===== config.mk =====
export PLATFORM = sky130hd
export DESIGN_NAME = ilv_spi_master
export DESIGN_NICKNAME = d
export VERILOG_FILES = /design/src/rtl/ilv_spi_pkg.sv /design/src/rtl/ilv_spi_halfclk.sv /design/src/rtl/ilv_spi_shifter.sv /design/src/rtl/ilv_spi_rxhold.sv /design/src/rtl/ilv_spi_ctrl.sv /design/src/rtl/ilv_spi_master.sv
export SDC_FILE = /design/constraint.sdc
export NUM_CORES = 1
export LEC_CHECK = 0
export CORE_UTILIZATION = 50
export DETAILED_ROUTE_END_ITERATION = 16
export GPL_TIMING_DRIVEN = 0
export PLACE_DENSITY = 0.8
export RECOVER_POWER = 25
export SETUP_SLACK_MARGIN = 0.2
export SLEW_MARGIN = 30
export SYNTH_ARGS = -nofsm -noshare
export SYNTH_HDL_FRONTEND = slang
export SYNTH_SLANG_ARGS = --single-unit

===== constraint.sdc =====
create_clock -name clk -period 2.61 [get_ports clk]
set_clock_uncertainty 0.05 [all_clocks]
set_input_delay 0.522 -clock clk [delete_from_list [all_inputs] [get_ports clk]]
set_output_delay 0.522 -clock clk [all_outputs]
set_load 0.05 [all_outputs]

===== src/rtl/ilv_spi_pkg.sv =====
`timescale 1ns/1ps
package ilv_spi_pkg;

    localparam int unsigned CHAR_BITS = 8;
    localparam int unsigned BIT_IDX_W = $clog2(CHAR_BITS);

    typedef logic [CHAR_BITS-1:0] char_t;
    typedef logic [BIT_IDX_W-1:0] bit_idx_t;

    typedef enum logic [1:0] {
        ST_IDLE  = 2'd0,
        ST_SHIFT = 2'd1,
        ST_HOLD  = 2'd2
    } ctrl_state_t;

    typedef enum logic {
        SLOT_PAY  = 1'b0,
        SLOT_FILL = 1'b1
    } slot_kind_t;

    // Per-cycle actions issued by the controller to the datapath.
    typedef struct packed {
        logic load;      // load a new character into the transmit shifter
        logic load_pay;  // the new character is a payload byte (else filler)
        logic rise;      // SCK rises at this edge: sample MISO
        logic fall;      // SCK falls at this edge: advance MOSI
        logic push;      // a payload character just completed
    } step_t;

    function automatic logic is_last_bit(bit_idx_t idx);
        return idx == bit_idx_t'(CHAR_BITS - 1);
    endfunction

endpackage


===== src/rtl/ilv_spi_halfclk.sv =====
`timescale 1ns/1ps
module ilv_spi_halfclk #(
    parameter int unsigned DIV_W = 8
) (
    input  logic             clk,
    input  logic             rst,
    input  logic             run,
    input  logic [DIV_W-1:0] half_div,
    output logic             tick
);

    logic [DIV_W-1:0] cnt_q;
    logic [DIV_W-1:0] div_q;

    // While stopped the counter and the latched divider track the input;
    // once running, the latched divider sets every half-period.
    always_ff @(posedge clk) begin
        if (rst) begin
            cnt_q <= '0;
            div_q <= '0;
        end else if (!run) begin
            cnt_q <= half_div;
            div_q <= half_div;
        end else if (cnt_q == '0) begin
            cnt_q <= div_q;
        end else begin
            cnt_q <= cnt_q - 1'b1;
        end
    end

    assign tick = run && (cnt_q == '0);

endmodule


===== src/rtl/ilv_spi_shifter.sv =====
`timescale 1ns/1ps
module ilv_spi_shifter
    import ilv_spi_pkg::*;
(
    input  logic  clk,
    input  logic  rst,
    input  logic  load,
    input  char_t load_val,
    input  logic  rise,
    input  logic  fall,
    input  logic  miso,
    output logic  mosi_bit,
    output char_t rx_char,
    output logic  last_bit
);

    char_t    tx_q;
    char_t    rx_q;
    bit_idx_t idx_q;

    always_ff @(posedge clk) begin
        if (rst) begin
            tx_q  <= '0;
            rx_q  <= '0;
            idx_q <= '0;
        end else begin
            if (load) begin
                tx_q  <= load_val;
                idx_q <= '0;
            end else if (fall) begin
                tx_q  <= {tx_q[CHAR_BITS-2:0], 1'b0};
                idx_q <= idx_q + 1'b1;
            end
            if (rise) begin
                rx_q <= {rx_q[CHAR_BITS-2:0], miso};
            end
        end
    end

    assign mosi_bit = tx_q[CHAR_BITS-1];
    assign rx_char  = rx_q;
    assign last_bit = is_last_bit(idx_q);

endmodule


===== src/rtl/ilv_spi_rxhold.sv =====
`timescale 1ns/1ps
module ilv_spi_rxhold
    import ilv_spi_pkg::*;
(
    input  logic  clk,
    input  logic  rst,
    input  logic  push,
    input  char_t push_data,
    input  logic  rx_ready,
    output logic  rx_valid,
    output char_t rx_data
);

    always_ff @(posedge clk) begin
        if (rst) begin
            rx_valid <= 1'b0;
            rx_data  <= '0;
        end else if (push) begin
            rx_valid <= 1'b1;
            rx_data  <= push_data;
        end else if (rx_valid && rx_ready) begin
            rx_valid <= 1'b0;
        end
    end

endmodule


===== src/rtl/ilv_spi_ctrl.sv =====
`timescale 1ns/1ps
module ilv_spi_ctrl
    import ilv_spi_pkg::*;
(
    input  logic  clk,
    input  logic  rst,
    input  logic  tick,
    input  logic  tx_valid,
    input  logic  rx_full,
    input  logic  last_bit,
    output logic  run,
    output logic  sclk,
    output logic  ss_n,
    output logic  tx_ready,
    output step_t step
);

    ctrl_state_t state_q;
    slot_kind_t  slot_q;
    logic        sclk_q;
    logic        ss_n_q;
    logic        hold_q;

    logic shifting;
    logic char_end;
    logic take_ok;
    logic start;
    logic refill;
    logic stop;

    always_comb begin
        shifting = (state_q == ST_SHIFT);
        take_ok  = tx_valid && !rx_full;
        step.rise = shifting && tick && !sclk_q;
        step.fall = shifting && tick && sclk_q;
        char_end  = step.fall && last_bit;
        start     = (state_q == ST_IDLE) && take_ok;
        refill    = char_end && (slot_q == SLOT_FILL) && take_ok;
        stop      = char_end && (slot_q == SLOT_FILL) && !take_ok;
        step.load_pay = start || refill;
        step.load     = start || refill || (char_end && (slot_q == SLOT_PAY));
        step.push     = char_end && (slot_q == SLOT_PAY);
        tx_ready = !rx_full &&
                   ((state_q == ST_IDLE) || (char_end && (slot_q == SLOT_FILL)));
        run  = (state_q != ST_IDLE);
        sclk = sclk_q;
        ss_n = ss_n_q;
    end

    always_ff @(posedge clk) begin
        if (rst) begin
            state_q <= ST_IDLE;
            slot_q  <= SLOT_PAY;
            sclk_q  <= 1'b0;
            ss_n_q  <= 1'b1;
            hold_q  <= 1'b0;
        end else begin
            case (state_q)
                ST_IDLE: begin
                    sclk_q <= 1'b0;
                    if (start) begin
                        state_q <= ST_SHIFT;
                        ss_n_q  <= 1'b0;
                        slot_q  <= SLOT_PAY;
                    end
                end
                ST_SHIFT: begin
                    if (step.rise) begin
                        sclk_q <= 1'b1;
                    end
                    if (step.fall) begin
                        sclk_q <= 1'b0;
                    end
                    if (step.load) begin
                        slot_q <= step.load_pay ? SLOT_PAY : SLOT_FILL;
                    end
                    if (stop) begin
                        state_q <= ST_HOLD;
                        ss_n_q  <= 1'b1;
                        hold_q  <= 1'b0;
                    end
                end
                ST_HOLD: begin
                    if (tick) begin
                        hold_q <= !hold_q;
                        if (hold_q) begin
                            state_q <= ST_IDLE;
                        end
                    end
                end
                default: begin
                    state_q <= ST_IDLE;
                    ss_n_q  <= 1'b1;
                    sclk_q  <= 1'b0;
                end
            endcase
        end
    end

endmodule


===== src/rtl/ilv_spi_master.sv =====
`timescale 1ns/1ps
module ilv_spi_master
    import ilv_spi_pkg::*;
#(
    parameter int unsigned DIV_W     = 8,
    parameter logic [7:0]  FILL_BYTE = 8'h00
) (
    input  logic                 clk,
    input  logic                 rst,
    input  logic [DIV_W-1:0]     half_div,
    input  logic [CHAR_BITS-1:0] tx_data,
    input  logic                 tx_valid,
    output logic                 tx_ready,
    output logic [CHAR_BITS-1:0] rx_data,
    output logic                 rx_valid,
    input  logic                 rx_ready,
    output logic                 sclk,
    output logic                 mosi,
    input  logic                 miso,
    output logic                 ss_n
);

    step_t step;
    logic  tick;
    logic  run;
    logic  last_bit;
    logic  mosi_bit;
    char_t rx_char;
    char_t load_val;

    ilv_spi_halfclk #(.DIV_W(DIV_W)) u_halfclk (
        .clk      (clk),
        .rst      (rst),
        .run      (run),
        .half_div (half_div),
        .tick     (tick)
    );

    ilv_spi_ctrl u_ctrl (
        .clk      (clk),
        .rst      (rst),
        .tick     (tick),
        .tx_valid (tx_valid),
        .rx_full  (rx_valid),
        .last_bit (last_bit),
        .run      (run),
        .sclk     (sclk),
        .ss_n     (ss_n),
        .tx_ready (tx_ready),
        .step     (step)
    );

    assign load_val = step.load_pay ? tx_data : char_t'(FILL_BYTE);

    ilv_spi_shifter u_shifter (
        .clk      (clk),
        .rst      (rst),
        .load     (step.load),
        .load_val (load_val),
        .rise     (step.rise),
        .fall     (step.fall),
        .miso     (miso),
        .mosi_bit (mosi_bit),
        .rx_char  (rx_char),
        .last_bit (last_bit)
    );

    ilv_spi_rxhold u_rxhold (
        .clk       (clk),
        .rst       (rst),
        .push      (step.push),
        .push_data (rx_char),
        .rx_ready  (rx_ready),
        .rx_valid  (rx_valid),
        .rx_data   (rx_data)
    );

    assign mosi = !ss_n && mosi_bit;

endmodule


* Word-level counts from Yosys, hierarchy flattened
Index checks and enable logic that the tools add are counted.
Cells by class: add/sub/neg operators 2, multipliers 0, divide/modulo/power cells 0, magnitude comparators 0, equality and inequality tests 9, shift-type cells 0, multiplexer cells 24, bitwise operators 2, reductions and logical operators 35
Operators with widths (count):
- 8-bit two-way mux | 5
- 1-bit logical AND | 14
- 1-bit two-way mux | 10
- 2-bit nonzero test | 5
- 3-bit AND reduction | 3
- 8-bit zero test | 1
- 2-bit two-way mux | 4
- 2-bit by 1-bit != test with 1-bit output, second input constant | 4
- 8-bit by 1-bit subtractor with 8-bit output, second input constant | 1
- 1-bit one-hot mux with 2 select lines | 3
- 2-bit one-hot mux with 3 select lines | 1
- 1-bit zero test | 5
- 4-bit AND reduction | 1
- 3-bit by 1-bit adder with 3-bit output, second input constant | 1
- 3-bit equality test, second input constant | 1
- 1-bit logical OR | 3
- 3-bit by 1-bit != test with 1-bit output, second input constant | 1
- 1-bit one-hot mux with 3 select lines | 1
- 2-bit by 1-bit equality test with 1-bit output, second input constant | 1
- 2-bit equality test, second input constant | 1
- 2-bit zero test | 1
- 2-bit != test, second input constant | 1
- 1-bit NOT | 2
- 2-bit AND reduction | 1
- 2-bit OR reduction | 1
Storage, ports and cells: register bits 50, latch bits 0, RAM bits 0, memory bits (read-only) 0, input port bits 21, logic and storage cells 84, memories kept 0

* Longest topological paths before layout
depth after elaboration 11, gate-level depth with buffers 9

* By module
Synthesis repeated with hierarchy kept, for this count alone.
Unflattened totals: cell total of the unflattened synthesis 239, area total of the unflattened synthesis 2260.9 µm²
Modules (own cells, without submodules):
- ilv_spi_halfclk | instances 1, cells an instance 90, area each 783.3 µm², seq. area each 320.3 µm²
- ilv_spi_shifter | instances 1, cells an instance 73, area each 778.2 µm², seq. area each 380.4 µm²
- ilv_spi_ctrl | instances 1, cells an instance 37, area each 321.6 µm², seq. area each 120.1 µm²
- ilv_spi_rxhold | instances 1, cells an instance 30, area each 321.6 µm², seq. area each 180.2 µm²
- ilv_spi_master | instances 1, cells an instance 9, area each 56.3 µm², seq. area each 0.0 µm²

* Worst setup path before layout
Ideal clock, no wire load.
path type reg-to-output, from register u_ctrl.sclk_q (netlist: u_ctrl.sclk), to output tx_ready, arrival time 1.885 ns, required time 2.038 ns, setup slack 0.153 ns, cell stages (with the launch flop) 4, buffers on the path 0, path through dfxtp_1 -> and3b_1 -> a41oi_4 -> nor2_1
On the way: word-level cells in the longest chain between the ends 5
Ends and longest elaborated chain:
- start, declared | line ilv_spi_ctrl.sv:20 | logic sclk_q;
- start signal, assigned | line ilv_spi_ctrl.sv:54 | sclk_q <= 1'b0;
- start signal, assigned | line ilv_spi_ctrl.sv:60 | sclk_q <= 1'b0;
- start signal, assigned | line ilv_spi_ctrl.sv:69 | sclk_q <= 1'b1;
- 1-bit logical AND | line ilv_spi_ctrl.sv:35 | step.fall = shifting && tick && sclk_q;
- 1-bit logical AND | line ilv_spi_ctrl.sv:36 | char_end = step.fall && last_bit;
- 1-bit logical AND | line ilv_spi_ctrl.sv:44 | ((state_q == ST_IDLE) || (char_end && (slot_q == SLOT_FILL)));
- 1-bit logical OR | line ilv_spi_ctrl.sv:44
- 1-bit logical AND | line ilv_spi_ctrl.sv:43 | tx_ready = !rx_full &&
- end, declared | line ilv_spi_master.sv:13 | output logic tx_ready,
Every way passes these cells.

* Final worst setup path
from register u_ctrl.state_q[1], to output tx_ready
On the way: word-level cells in the longest chain between the ends 8, elaborated cells between the ends (all ways) 10, classes of those cells 1 x eq/ne; 9 x reduce/logical
Ends and longest elaborated chain:
- start, declared | line ilv_spi_ctrl.sv:18 | ctrl_state_t state_q;
- start signal, assigned | line ilv_spi_ctrl.sv:52 | state_q <= ST_IDLE;
- start signal, assigned | line ilv_spi_ctrl.sv:62 | state_q <= ST_SHIFT;
- start signal, assigned | line ilv_spi_ctrl.sv:78 | state_q <= ST_HOLD;
- 2-bit nonzero test | line ilv_spi_ctrl.sv:45 | run = (state_q != ST_IDLE);
- 1-bit logical AND | line ilv_spi_halfclk.sv:31 | assign tick = run && (cnt_q == '0);
- 1-bit logical AND (2 in series) | line ilv_spi_ctrl.sv:35
- 1-bit logical AND | line ilv_spi_ctrl.sv:36
- 1-bit logical AND | line ilv_spi_ctrl.sv:44
- 1-bit logical OR (*) | line ilv_spi_ctrl.sv:44
- 1-bit logical AND (*) | line ilv_spi_ctrl.sv:43
Mark *: on every way between the ends. The rest lies on a longest branch, timed or not.

==> reports/qor.txt <==
R2R Path End: u_rxhold.rx_data[4]
crit path DAT: 1700 ps
area occupied by multi-input gates: 1290 um2
full die area: 5180 um2
RSZ-0062 raised after global routing: no
number of library cell types mapped by synthesis: 46
crit path buf inv count: 3
drt first pass iters: 4
top cells by area, synth: dfxtp_1 (41%), nand2_1 (6.1%), mux2i_1 (5.7%)
FF-to-FF setup slack: 340 ps
r2r worst-path depth: 9
crit end category: primary output
Placed Instance Area: 2850 um2
origin of the critical flop-to-flop path: u_ctrl.state_q[1]
Final HPWL DP: 3.50 mm
Clk pwr share: 23.3%
busiest layer in global routing: met2
Longest Clk Path Bufs: 2
via count: 2011
vias in the first global route: 1851
Die W: 72.0 um
Cell Area, Synth: 2450 um2
setup TNS: 0 ps
ant diodes: 0
endpoints failing setup: 0
Synthesized Nets: 301
GP Congestion: 0.847
Final WS setup: 339 ps
ys flop type: dfxtp_1
Reg clk slew, reported paths: 90 ps
Overflow after GRT: 0
H-tree lvl count: 2
register bit count reported by yosys: 50
critical path class: flip-flop to primary output
worst hold start: u_shifter.rx_char[7]
Tcrit/Tclk final: 87.0%
Post-synth ARST share: 0%
worst-margin pin slew: 687 ps
largest net degree at the start of global routing: 16
Hold Violations, Final: 0
# rows: 25
initial antenna violation count: 0
share of cells above drive strength 1: 13.6%
post-layout min period: 2270 ps
post-route ant nets: 0
GRT Util Overall: 20.8%
Initial Util: 51.8%
Area Overhead vs Synth: 22.6%
Int Pwr: 1430 uW
CTS tree: built
area leader, netlist: dfxtp_1
met2 Track Usage GR: 36.2%
Ports: 34
reported net switching power: 742 uW
crit path max fanout: 9
Hold Path Depth: 2
status: finished, final reports clean
most common cell in the synthesized netlist: dfxtp_1
WL/cell: 13.2 um
P_leak: 0.00122 uW
Crit-path slowest cell: dfxtp_1
CTS Root Cell: clkbuf_8
Critical Path RT: 2040 ps
vias per cell: 5.25
syn avg cell area: 9.00 um2
Storage cell area: 1000 um2
WHS Endpoint: u_shifter.rx_char[7]
family with the most delay on the worst path: buffers and inverters
final max-slew violation count: 0
Mapped Cells: 272
M3 GR Usage: 4.44%
number of synthesized flops with an enable pin: 0
first-pass GRT wire length: 8.31 mm
Max VDD drop: 0.000413 V
HP Class: flip-flop to flip-flop
sequential power share: 41.2%
Switching Fraction: 34.2%
Core Util, Final: 63.5%
fmax: 440 MHz
Post-synth top cells: dfxtp_1 (50), nand2_1 (40), a21oi_1 (24)
# clock sinks: 50
routing usage on met1: 25.6%
post-synthesis sequential area ratio: 40.9%
Synth top area share: 40.9%
Routed WL: 5.04 mm
core area: 4720 um2
PwrDens: 723 nW/um2
post-route cell area: 3000 um2
Setup WS pre-CTS: -185 ps
Synthesis Warnings: 0
crit start category: flip-flop
Clock Latency Late Sink: 300 ps
final net count: 344
die height: 72.0 um
CP Cell Sequence: inv_1 -> ha_1 -> buf_2 -> and3b_2 -> a41oi_4 -> nor2_2 -> buf_6
PortBufs: 32
# DRC: 0
CTS Buf Count: 5
Combinational Power Share: 35.5%
fillers: 400
Iteration-0 DRC Markers: 67
relative slew slack: 54.2%
max-cap violation count: 0
CP max stage delay: 330 ps
power groups by stage:
stage	Combinational, uW	Clock [uW]	Sequential (uW)
CTS	740	514	893
floorplan	559	0	913
global route	847	548	903
detailed placement	727	0	910
global placement	714	0	908
finish	771	505	895
area by class of cell:
type / instances / share of cell area [%]
multi-input cells: 187 / 42.9
flip-flops and latches: 50 / 33.3
repair buffers: 36 / 11.7
plain buffers: 19 / 3.75
clock buffers: 7 / 3.21
well taps: 67 / 2.79
inverters: 16 / 2.00
clock inverters: 1 / 0.292
registers in the layout (all words and copies together), names as in the netlist:
name and count:
u_ctrl.hold_q 1, u_shifter.idx_q 3, u_ctrl.sclk 1, u_shifter.rx_char 8, u_halfclk.cnt_q 8, u_ctrl.state_q 2, u_rxhold.rx_valid 1, u_halfclk.div_q 8
u_rxhold.rx_data 8, u_ctrl.ss_n 1, u_ctrl.slot_q 1, u_shifter.tx_q 8
layout by cell type, fill, tap and decap left out, types with 3 or more instances in the layout:
| cell type | n |
|---|---|
| a21o_1 | 7 |
| a21oi_1 | 24 |
| a221oi_1 | 3 |
| a221oi_2 | 7 |
| buf_4 | 6 |
| buf_6 | 5 |
| clkbuf_1 | 10 |
| clkbuf_8 | 7 |
| clkdlybuf4s50_1 | 31 |
| dfxtp_1 | 50 |
| ha_1 | 7 |
| inv_1 | 16 |
| mux2i_1 | 14 |
| nand2_1 | 40 |
| nand2b_1 | 4 |
| nand3_1 | 3 |
| nand4_1 | 4 |
| nor2_1 | 22 |
| nor3_1 | 7 |
| nor3b_1 | 3 |
| o211ai_1 | 3 |
| o22ai_1 | 4 |
| or2_2 | 3 |
| xnor2_1 | 4 |
through the flow:
step                      power [uW]  hold slack, ps  std cells
after CTS                       2150             415        380
after global placement          1620             392        371
final                           2170             413        383
after floorplan                 1470             381        272
after global routing            2300             440        383
after detailed placement        1640             402        371
per-layer routing:
layer / up-vias / share of wire [%]
li1: 1027 / -
met1: 941 / 46
met2: 35 / 49
met3: 8 / 3.0
met4: 0 / 1.9
met5: - / 0
worst reg2reg max path, delay by kind of cell (launching register included):
family	cells	cell delay, ps
buffers and inverters	4	890
AND/OR/NAND/NOR	3	400
adder cells (fa/ha/maj)	1	170
flip-flops	1	360
multiplexers	1	280
worst max path at each step:
| stage | slack, ps | startpoint | depth (start not counted) | to |
|---|---|---|---|---|
| floorplan | 380 | u_ctrl.sclk | 3 | tx_ready |
| global placement | -140 | u_halfclk.cnt_q[0] | 7 | tx_ready |
| detailed placement | -180 | u_halfclk.cnt_q[0] | 7 | tx_ready |
| CTS | 240 | u_shifter.idx_q[0] | 6 | tx_ready |
| global route | 170 | u_ctrl.state_q[1] | 9 | u_rxhold.rx_data[4] |
| finish | 340 | u_ctrl.state_q[1] | 7 | tx_ready |
repair_timing:
item	in CTS	in global routing
pin swaps	1	0
setup endpoints to repair	1	2
hold buffers	0	0
setup buffers	1	3
cloned	0	0
resized for setup	8	6
logic make-up (layout without fill, tap and decap cells):
group | count (synthesis) | after routing | synth area share (%)
AND/OR/NAND/NOR | 99 | 99 | 20.4
AO/OA/AOI/OAI | 61 | 61 | 19.9
flip-flops | 50 | 50 | 40.9
buffers and inverters | 35 | 79 | 7.21
multiplexers | 14 | 14 | 5.73
adder cells (fa/ha/maj) | 8 | 8 | 4.09
XOR/XNOR | 5 | 5 | 1.79
Note: power is estimated with default switching activity, not from simulation.
